==> src/rtl/sa_pkg.sv <==
package sa_pkg;

   typedef enum logic [1:0] {
      FK_HEAD = 2'b00,
      FK_BODY = 2'b01,
      FK_TAIL = 2'b10,
      FK_SOLO = 2'b11
   } flit_kind_e;

   function automatic logic opens_pkt(input logic [1:0] k);
      return (k == FK_HEAD) || (k == FK_SOLO);
   endfunction

   function automatic logic closes_pkt(input logic [1:0] k);
      return (k == FK_TAIL) || (k == FK_SOLO);
   endfunction

endpackage

==> src/rtl/sa_req_mask.sv <==
module sa_req_mask #(
   parameter int NPORT = 4,
   parameter int PW    = 2
) (
   input  logic             valid,
   input  logic [1:0]       kind,
   input  logic [PW-1:0]    dest,
   input  logic             locked,
   input  logic [PW-1:0]    held_port,
   input  logic [NPORT-1:0] out_free,
   input  logic [NPORT-1:0] out_ready,
   output logic [NPORT-1:0] req_vec,
   output logic [PW-1:0]    tgt,
   output logic             fresh
);
   import sa_pkg::*;

   logic in_range;
   logic free_ok;
   logic rdy_ok;
   logic ok;

   always_comb begin
      tgt      = locked ? held_port : dest;
      fresh    = !locked && opens_pkt(kind);
      in_range = (int'(tgt) < NPORT);
      free_ok  = 1'b0;
      rdy_ok   = 1'b0;
      for (int o = 0; o < NPORT; o++) begin
         if (int'(tgt) == o) begin
            free_ok = out_free[o];
            rdy_ok  = out_ready[o];
         end
      end
      ok = valid && in_range && rdy_ok && (locked || (fresh && free_ok));
   end

   generate
      for (genvar o = 0; o < NPORT; o++) begin : g_col
         assign req_vec[o] = ok && (int'(tgt) == o);
      end
   endgenerate

endmodule

==> src/rtl/sa_rr_arb.sv <==
module sa_rr_arb #(
   parameter int NREQ = 4,
   parameter int IW   = 2
) (
   input  logic            clk,
   input  logic            rst_n,
   input  logic [NREQ-1:0] req,
   input  logic            advance,
   output logic [NREQ-1:0] gnt,
   output logic [IW-1:0]   win,
   output logic            any
);
   localparam logic [IW-1:0] LAST = IW'(NREQ - 1);

   logic [IW-1:0] ptr;

   always_comb begin
      int idx;
      gnt = '0;
      win = '0;
      any = 1'b0;
      for (int k = 0; k < NREQ; k++) begin
         idx = int'(ptr) + k;
         if (idx >= NREQ) idx = idx - NREQ;
         if (!any && req[idx[IW-1:0]]) begin
            any                = 1'b1;
            gnt[idx[IW-1:0]]   = 1'b1;
            win                = idx[IW-1:0];
         end
      end
   end

   always_ff @(posedge clk) begin
      if (!rst_n) begin
         ptr <= '0;
      end else if (advance && any) begin
         ptr <= (win == LAST) ? '0 : win + 1'b1;
      end
   end

endmodule

==> src/rtl/sa_lock_state.sv <==
module sa_lock_state #(
   parameter int NPORT = 4,
   parameter int PW    = 2
) (
   input  logic                clk,
   input  logic                rst_n,
   input  logic [NPORT-1:0]    deq,
   input  logic [NPORT*PW-1:0] gnt_port,
   input  logic [2*NPORT-1:0]  kind,
   input  logic [NPORT-1:0]    fresh,
   output logic [NPORT-1:0]    locked,
   output logic [NPORT*PW-1:0] held_port,
   output logic [NPORT-1:0]    out_free
);
   import sa_pkg::*;

   logic [NPORT-1:0] take;
   logic [NPORT-1:0] give;

   always_comb begin
      take = '0;
      give = '0;
      for (int i = 0; i < NPORT; i++) begin
         for (int o = 0; o < NPORT; o++) begin
            if (deq[i] && fresh[i] && kind[2*i +: 2] == FK_HEAD
                && int'(gnt_port[i*PW +: PW]) == o)
               take[o] = 1'b1;
            if (deq[i] && locked[i] && closes_pkt(kind[2*i +: 2])
                && int'(held_port[i*PW +: PW]) == o)
               give[o] = 1'b1;
         end
      end
   end

   generate
      for (genvar i = 0; i < NPORT; i++) begin : g_in
         always_ff @(posedge clk) begin
            if (!rst_n) begin
               locked[i]            <= 1'b0;
               held_port[i*PW +: PW] <= '0;
            end else if (deq[i]) begin
               if (fresh[i] && kind[2*i +: 2] == FK_HEAD) begin
                  locked[i]            <= 1'b1;
                  held_port[i*PW +: PW] <= gnt_port[i*PW +: PW];
               end else if (locked[i] && closes_pkt(kind[2*i +: 2])) begin
                  locked[i] <= 1'b0;
               end
            end
         end
      end
      for (genvar o = 0; o < NPORT; o++) begin : g_out
         always_ff @(posedge clk) begin
            if (!rst_n)       out_free[o] <= 1'b1;
            else if (take[o]) out_free[o] <= 1'b0;
            else if (give[o]) out_free[o] <= 1'b1;
         end
      end
   endgenerate

endmodule

==> src/rtl/sw_alloc.sv <==
module sw_alloc #(
   parameter int NPORT = 4,
   parameter int PW    = (NPORT > 1) ? $clog2(NPORT) : 1
) (
   input  logic                clk,
   input  logic                rst_n,
   input  logic [NPORT-1:0]    in_valid,
   input  logic [2*NPORT-1:0]  in_type,
   input  logic [NPORT*PW-1:0] in_dest,
   input  logic [NPORT-1:0]    out_ready,
   output logic [NPORT-1:0]    in_deq,
   output logic [NPORT*PW-1:0] in_gnt_port,
   output logic [NPORT-1:0]    out_vld,
   output logic [NPORT*PW-1:0] out_src
);
   generate
      if (NPORT < 2) begin : g_bad_n
         $error("sw_alloc: NPORT must be at least 2");
      end
      if ((1 << PW) < NPORT) begin : g_bad_pw
         $error("sw_alloc: PW too narrow for NPORT");
      end
   endgenerate

   logic [NPORT-1:0]    locked;
   logic [NPORT*PW-1:0] held_port;
   logic [NPORT-1:0]    out_free;
   logic [NPORT-1:0]    fresh;
   logic [NPORT*PW-1:0] tgt;
   logic [NPORT-1:0]    req_row [NPORT];
   logic [NPORT-1:0]    req_col [NPORT];
   logic [NPORT-1:0]    gnt_col [NPORT];
   logic [NPORT-1:0]    adv;

   generate
      for (genvar i = 0; i < NPORT; i++) begin : g_req
         sa_req_mask #(.NPORT(NPORT), .PW(PW)) u_mask (
            .valid     (in_valid[i]),
            .kind      (in_type[2*i +: 2]),
            .dest      (in_dest[i*PW +: PW]),
            .locked    (locked[i]),
            .held_port (held_port[i*PW +: PW]),
            .out_free  (out_free),
            .out_ready (out_ready),
            .req_vec   (req_row[i]),
            .tgt       (tgt[i*PW +: PW]),
            .fresh     (fresh[i])
         );
      end

      for (genvar o = 0; o < NPORT; o++) begin : g_arb
         for (genvar i = 0; i < NPORT; i++) begin : g_tr
            assign req_col[o][i] = req_row[i][o];
         end
         always_comb begin
            adv[o] = 1'b0;
            for (int i = 0; i < NPORT; i++)
               if (gnt_col[o][i] && fresh[i]) adv[o] = 1'b1;
         end
         sa_rr_arb #(.NREQ(NPORT), .IW(PW)) u_arb (
            .clk     (clk),
            .rst_n   (rst_n),
            .req     (req_col[o]),
            .advance (adv[o]),
            .gnt     (gnt_col[o]),
            .win     (out_src[o*PW +: PW]),
            .any     (out_vld[o])
         );
      end

      for (genvar i = 0; i < NPORT; i++) begin : g_deq
         always_comb begin
            in_deq[i] = 1'b0;
            for (int o = 0; o < NPORT; o++)
               if (gnt_col[o][i]) in_deq[i] = 1'b1;
         end
      end
   endgenerate

   assign in_gnt_port = tgt;

   sa_lock_state #(.NPORT(NPORT), .PW(PW)) u_state (
      .clk       (clk),
      .rst_n     (rst_n),
      .deq       (in_deq),
      .gnt_port  (tgt),
      .kind      (in_type),
      .fresh     (fresh),
      .locked    (locked),
      .held_port (held_port),
      .out_free  (out_free)
   );

endmodule

==> config.mk <==
export PLATFORM = sky130hd
export DESIGN_NAME = sw_alloc
export DESIGN_NICKNAME = d
export VERILOG_FILES = /design/src/rtl/sa_pkg.sv /design/src/rtl/sa_req_mask.sv /design/src/rtl/sa_rr_arb.sv /design/src/rtl/sa_lock_state.sv /design/src/rtl/sw_alloc.sv
export SDC_FILE = /design/constraint.sdc
export NUM_CORES = 1
export LEC_CHECK = 0
export ABC_AREA = 1
export CAP_MARGIN = 10
export CORE_ASPECT_RATIO = 0.5
export CORE_MARGIN = 2
export CORE_UTILIZATION = 32
export CTS_BUF_LIST = sky130_fd_sc_hd__clkbuf_8
export CTS_CLUSTER_SIZE = 10
export DETAILED_ROUTE_END_ITERATION = 8
export PLACE_DENSITY_LB_ADDON = 0.12
export SLEW_MARGIN = 20
export SYNTH_ARGS = -nofsm -noshare
export SYNTH_HDL_FRONTEND = slang
export SYNTH_SLANG_ARGS = --single-unit
==> constraint.sdc <==
create_clock -name clk -period 3.5 [get_ports clk]
set_clock_uncertainty 0.1 [all_clocks]
set_input_delay 0.525 -clock clk [delete_from_list [all_inputs] [get_ports clk]]
set_output_delay 0.525 -clock clk [all_outputs]
set_load 0.02 [all_outputs]
==> run summary, run 1 <==
Post-synthesis sequential area ratio = 10.73%
Number of global-route vias before repair = 5073
Reg2Reg Setup Slack = 0.28 ns
Drt initial violations = 452
F_max = 294.5 MHz
Horiz. Die Dim = 171.3 um
Netlist cell types = 35
Synth top area share = 19.20%
Min-delay src = u_state.locked[1]
Reg-to-reg endpoint = u_state.held_port[2]
Final nets = 1055
Register-to-Register Path Depth = 22
Max H-tree Level = 1
Largest net degree at the start of global routing = 18
Final wirelength = 16450 um
Max incr delay on CP = 0.25 ns
Hold Crit Depth = 2
Internal power = 1.637 mW
Die H = 87.64 um
Synth area leaders = nand2_1 (19%), ha_1 (13%), nand3_1 (12%)
Critical Path Fanout Max = 6
Hold Path Class = flip-flop to flip-flop
Netlist Area Pre-Place = 0.004477 mm^2
Area leader, netlist = nand2_1
Clk pwr share = 8.4%
CORE AREA = 0.01359 mm^2
Max Cap Viol = 0
#FFs+latches synth = 24
Minimum clock period = 3.396 ns
CP delay by family, top = simple AND/OR/NAND/NOR gates
Status = completed
Final Cycle Share = 97.02%
Port bufs = 49
Drt pass-1 iters = 5
CTS tree = done
Max Root-Sink Buffers = 2
CTS Sinks = 24
Drt drc = 0
Post-Layout Cell Count = 1175
Syn Nets = 843
Wire per inst = 14.00 um
Overflow after GRT = 0
CP max-delay cell = a21oi_4
Post-Place Cell Area = 0.006157 mm^2
Clock latency on the worst-skew pair = 0.31 ns
Via Count = 5711
Die ar. = 0.01501 mm^2
Logic pwr share = 80.4%
I/O pin count = 50
All-Layer GR Usage = 22.02%
Antenna diodes = 0
Crit path kind = primary input to output pin
Lkg Pwr = 3.622 nW
Crit path launch type = primary input
Num CTS Buffers = 3
FF-to-FF Start = u_state.locked[0]
Mapped Cells = 772
Fin area = 0.007015 mm^2
Worst slew pin tran = 0.7122 ns
Top sig layer = met4
Avg Synthesized Cell Area = 5.799 um^2
Final Hold Viols = 0
Warnings from Yosys = 0
Critical path cell sequence = clkdlybuf4s15_1, nand2_4, nand2_8, inv_8, nor2_4, inv_2, a21oi_4, buf_16, nand4_1, nand2_1, nand2_2, nand2_4, nor2_4, buf_6, nand4_1, nand2_2, nor2_4, nand2_4, buf_6
Slew margin rel. = 52.34%
Global-route wire length before repair = 25990 um
Pwr dens = 488.1 mW/mm^2
CP Buf/Inv Count = 6
Net Switching = 1.787 mW
Fill cells = 1454
Placed Cells = 1137
Vias/cell = 4.860
Peak supply drop = 0.3165 mV
Sw Share = 52.20%
Reg clk slew, reported paths = 0.11 ns
CP endpoint kind = output pin
Area grow syn2layout = 56.71%
Initial antenna violation count = 0
Unrepaired setup endpoints after global routing = yes
Met1 WL = 8179 um
# hold bufs at CTS = 0
Sequential share of power = 11.3%
Slew Viols, Final = 0
Met3 WL post-DR = 1204 um
Most common cell after layout, fill and taps aside = nand2_1
Hpwl dp = 12450 um
Critical path data required time = 2.87 ns
Layout cell share with drive strength beyond 1 = 37.13%
Finished Core Util = 51.63%
Hold Path Sink = u_state.locked[1]
Critical path arrival = 2.77 ns
Root buffer cell = clkbuf_8
Initial Util = 32.95%
Placer's final routability congestion estimate = 0.8885
Met2 WL = 6856 um
Antenna Violating Nets Remaining = 0
Commonest non-fill, non-tap cells in the layout = nand2_1 (188), buf_4 (163), nand3_1 (87)
Final Setup Violations = 0
Rows = 30
## stage by stage
stage / power, mW / setup WS, ns / TNS, ns / hold slack (ns)
after global routing: 3.693 / -0.06311 / -0.3089 / 0.4760
after detailed placement: 2.752 / -0.6025 / -10.08 / 0.4649
final: 3.424 / 0.1042 / 0 / 0.4428
after floorplan: 1.822 / 0.4337 / 0 / 0.3833
after CTS: 3.181 / 0.0005365 / 0 / 0.4343
after global placement: 2.760 / -0.5874 / -10.15 / 0.4545
## cell usage after synthesis
cell / count
a21boi_1: 1
inv_1: 79
inv_2: 12
buf_2: 2
nand3b_1: 1
o211ai_1: 3
o21ai_2: 2
a21oi_2: 1
xor2_1: 6
nor2_1: 70
dfxtp_1: 24
a32oi_1: 1
o21bai_1: 3
buf_6: 5
clkbuf_1: 2
buf_4: 5
o21ai_0: 15
nor2_2: 12
nor2_4: 7
nand3_2: 7
nand2_1: 229
ha_1: 45
o21ai_1: 5
or2_2: 1
o221ai_1: 1
nand4_1: 60
a21oi_4: 1
nor3b_1: 1
nand2_4: 11
nand2_2: 29
a21oi_1: 19
inv_4: 1
a21boi_4: 1
nand3_1: 107
clkinv_1: 3
## how the worst max path moves through the flow
stage | endpoint | depth (start not counted) | startpoint | slack, ns
CTS | out_src[1] | 18 | in_dest[1] | 0.0005
floorplan | g_arb[3].u_arb.ptr[1] | 18 | in_dest[5] | 0.43
detailed placement | out_src[5] | 19 | in_type[0] | -0.60
global route | out_src[1] | 17 | u_state.locked[0] | -0.06
finish | in_deq[0] | 19 | in_dest[0] | 0.10
global placement | in_deq[2] | 19 | in_type[0] | -0.59
## kinds of logic after synthesis
kind of cell / count (synthesis) / share of synthesized area [%]
compound gates: 53 / 7.295
buf+inv: 109 / 10.51
simple gates: 535 / 57.71
xor+xnor: 6 / 1.174
fa+ha+maj: 45 / 12.58
flops: 24 / 10.73
## area by class of cell
type	count	area (um^2)	share of cell area [%]
Timing Repair Buffer	220	1833	26.13
Tap cell	192	240.2	3.424
Multi-Input combinational cell	640	3998	56.98
Inverter	95	376.6	5.368
Clock buffer	3	41.29	0.5885
Clock inverter	1	30.03	0.4280
Sequential cell	24	496.7	7.080
## worst register-to-register path, cell delays in order, from the launching register on
cell and delay (ns):
dfxtp_4 0.38, inv_4 0.08, nand2_4 0.07, nand2_8 0.12, inv_8 0.05, nor2_4 0.12
inv_2 0.08, a21oi_4 0.25, buf_12 0.16, nand4_1 0.15, nand2_2 0.13, buf_4 0.11
nand2_1 0.06, nand2_2 0.13, nand4_1 0.13, nand2_2 0.12, nor2_4 0.06, nand2_2 0.11
buf_4 0.12, buf_4 0.15, nand3_2 0.10, o21ai_0 0.27, a21oi_1 0.07
## metal layers
metal  vias to the layer above  track usage [%]
li1                       2953                -
met3                        19            5.739
met2                       164            32.99
met4                         0            3.929
met5                         -                0
met1                      2575            31.87
## timing repair
| item | in CTS | in global routing |
|---|---|---|
| pin swaps | 44 | 81 |
| buffers inserted | 12 | 18 |
| gates cloned | 4 | 0 |
| gates resized for setup | 132 | 105 |
| setup endpoints to repair | 16 | 17 |
## power groups by stage
stage	Combinational (mW)	Clock (mW)	Sequential [mW]
floorplan	1.42	0	0.399
global placement	2.38	0	0.383
detailed placement	2.37	0	0.383
CTS	2.50	0.297	0.379
global route	2.99	0.309	0.395
finish	2.75	0.287	0.386
Note: power is estimated with default switching activity, not from simulation.
==> inputs of run 2 (changes only) <==
CORE_MARGIN = 3   (was 2)
==> run 2 against run 1 <==
  * Clock power up 2%
  * Via count down 0.56%
  * Combinational power down 3%
  * Maximum frequency down 0.40%
  * Power down 2.5%
  * Utilization down 0.23 points
  * Count of clock-buffer cells in the layout unchanged
  * Flip-flop and latch count unchanged
  * Die area up 3.5%
  * First-iteration DRC count down 7.1%
  * Global-route usage down 1.6 points
  * Sequential share of layout area up 0.22 points
  * Critical path type unchanged
  * Critical endpoint is now in_deq[2]
  * Highest routed layer unchanged
==> run summary, run 2 (synthesis gave the netlist of run 1 again) <==
Status = completed
Critical path data required time = 2.87 ns
Post-Place Cell Area = 0.006160 mm^2
All-Layer GR Usage = 20.40%
Horiz. Die Dim = 173.3 um
Antenna diodes = 0
Hpwl dp = 12710 um
Via Count = 5679
Commonest non-fill, non-tap cells in the layout = nand2_1 (195), buf_4 (160), nand3_1 (92)
Critical Path Fanout Max = 6
Clock latency on the worst-skew pair = 0.31 ns
Crit path launch type = primary input
Critical path arrival = 2.78 ns
Root buffer cell = clkbuf_8
Lkg Pwr = 3.541 nW
Sw Share = 52.75%
Global-route wire length before repair = 25740 um
Net Switching = 1.761 mW
Wire per inst = 14.10 um
CTS Sinks = 24
Crit path kind = primary input to output pin
Num CTS Buffers = 3
Reg clk slew, reported paths = 0.12 ns
# hold bufs at CTS = 0
Slew Viols, Final = 0
CTS tree = done
Port bufs = 49
Final nets = 1047
Worst slew pin tran = 0.5607 ns
Internal power = 1.578 mW
Overflow after GRT = 0
Number of global-route vias before repair = 5179
Clk pwr share = 8.8%
Area grow syn2layout = 51.23%
Initial antenna violation count = 0
Final Cycle Share = 97.41%
Die H = 89.64 um
Most common cell after layout, fill and taps aside = nand2_1
Unrepaired setup endpoints after global routing = yes
Drt initial violations = 420
I/O pin count = 50
Placer's final routability congestion estimate = 0.8307
Drt pass-1 iters = 5
Multi-input gate area = 0.003896 mm^2
Final Worst Setup Slack = 0.09062 ns
Reg area = 494.2 um^2
Fin area = 0.006770 mm^2
Drt drc = 0
Setup TNS = 0 ns
Hold Path Class = flip-flop to flip-flop
Max Cap Viol = 0
Post-Place Worst Slack = -0.6512 ns
Fill cells = 1368
Final wirelength = 16370 um
Die ar. = 0.01553 mm^2
Sequential share of power = 11.2%
Final Hold Viols = 0
Largest net degree at the start of global routing = 15
Vias/cell = 4.891
Peak supply drop = 0.2879 mV
Minimum clock period = 3.409 ns
Pwr dens = 493.2 mW/mm^2
Initial Util = 33.99%
Rows = 29
Max Root-Sink Buffers = 2
F_max = 293.3 MHz
Layout cell share with drive strength beyond 1 = 35.08%
Max H-tree Level = 1
Slew margin rel. = 62.48%
CP endpoint kind = output pin
Logic pwr share = 80.0%
CORE AREA = 0.01317 mm^2
Antenna Violating Nets Remaining = 0
Final Setup Violations = 0
## run 2: changes by cell type in the layout (fill, tap and decap cells not counted), sizes merged
| cell | change |
|---|---|
| nor2 | +1 |
| clkdlybuf4s15 | -2 |
| dlymetal6s2s | +1 |
| nand2 | -1 |
| clkbuf | -4 |
| dlygate4sd2 | +2 |
| buf | -5 |
## run 2: routing by layer
layer	up-vias	part of all wire (%)	GRT usage, %
li1	2947	-	-
met1	2540	49	29.09
met2	170	43	32.64
met3	22	6.5	3.946
met4	0	1.4	3.453
met5	-	0	0
## run 2: critical path: stages
cell and delay, ns:
dlygate4sd2_1 0.24, inv_1 0.12, ha_4 0.22, o21bai_4 0.16, inv_1 0.06, nand2_2 0.06, nand2_4 0.09, buf_4 0.12
nand4_1 0.16, nand2_2 0.15, nand2_2 0.08, nand2_4 0.13, nor2_4 0.06, nand4_1 0.07, nand2_1 0.09, nor2_2 0.17
nand2_2 0.12, buf_6 0.15
## run 2: repair_timing
action,CTS,global route
setup buffers,16,6
gates resized for setup,129,74
cloned,0,1
pin swaps,48,47
setup endpoints to repair,16,22
## run 2: path summary, 6_finish.rpt
| kind | to | startpoint | slack, ns | depth (start not counted) |
|---|---|---|---|---|
| worst max-delay path | in_deq[2] | in_type[4] | 0.09 | 18 |
| worst min-delay path | u_state.held_port[4] | u_state.held_port[4] | 0.45 | 2 |
| worst max register to register | u_state.held_port[3] | u_state.locked[1] | 0.31 | 25 |
| worst min register to register | u_state.held_port[4] | u_state.held_port[4] | 0.45 | 2 |
## run 2: area by class of cell
class | count | area share [%]
multi-input cells | 640 | 57.55
repair buffers | 212 | 25.24
flip-flops and latches | 24 | 7.300
inverters | 95 | 5.415
well taps | 186 | 3.437
clock buffers | 3 | 0.6099
clock inverters | 1 | 0.4435
## run 2: power groups by stage
stage                     clock, mW  sequential [mW]  combinational [mW]
after CTS                     0.299            0.367                2.50
after global placement            0            0.372                2.41
final                         0.293            0.374                2.67
after floorplan                   0            0.399                1.42
after global routing          0.306            0.383                2.91
after detailed placement          0            0.374                2.42
## run 2: metrics by stage
step           hold slack, ns  std cells  total power, mW  util, %
2_1_floorplan          0.3833        772            1.822        -
3_3_place_gp           0.4495       1134            2.779    46.77
3_5_place_dp           0.4389       1134            2.789    46.77
4_1_cts                0.4619       1154            3.165    49.00
5_1_grt                0.4845       1161            3.602    51.40
6_report               0.4468       1161            3.339    51.40
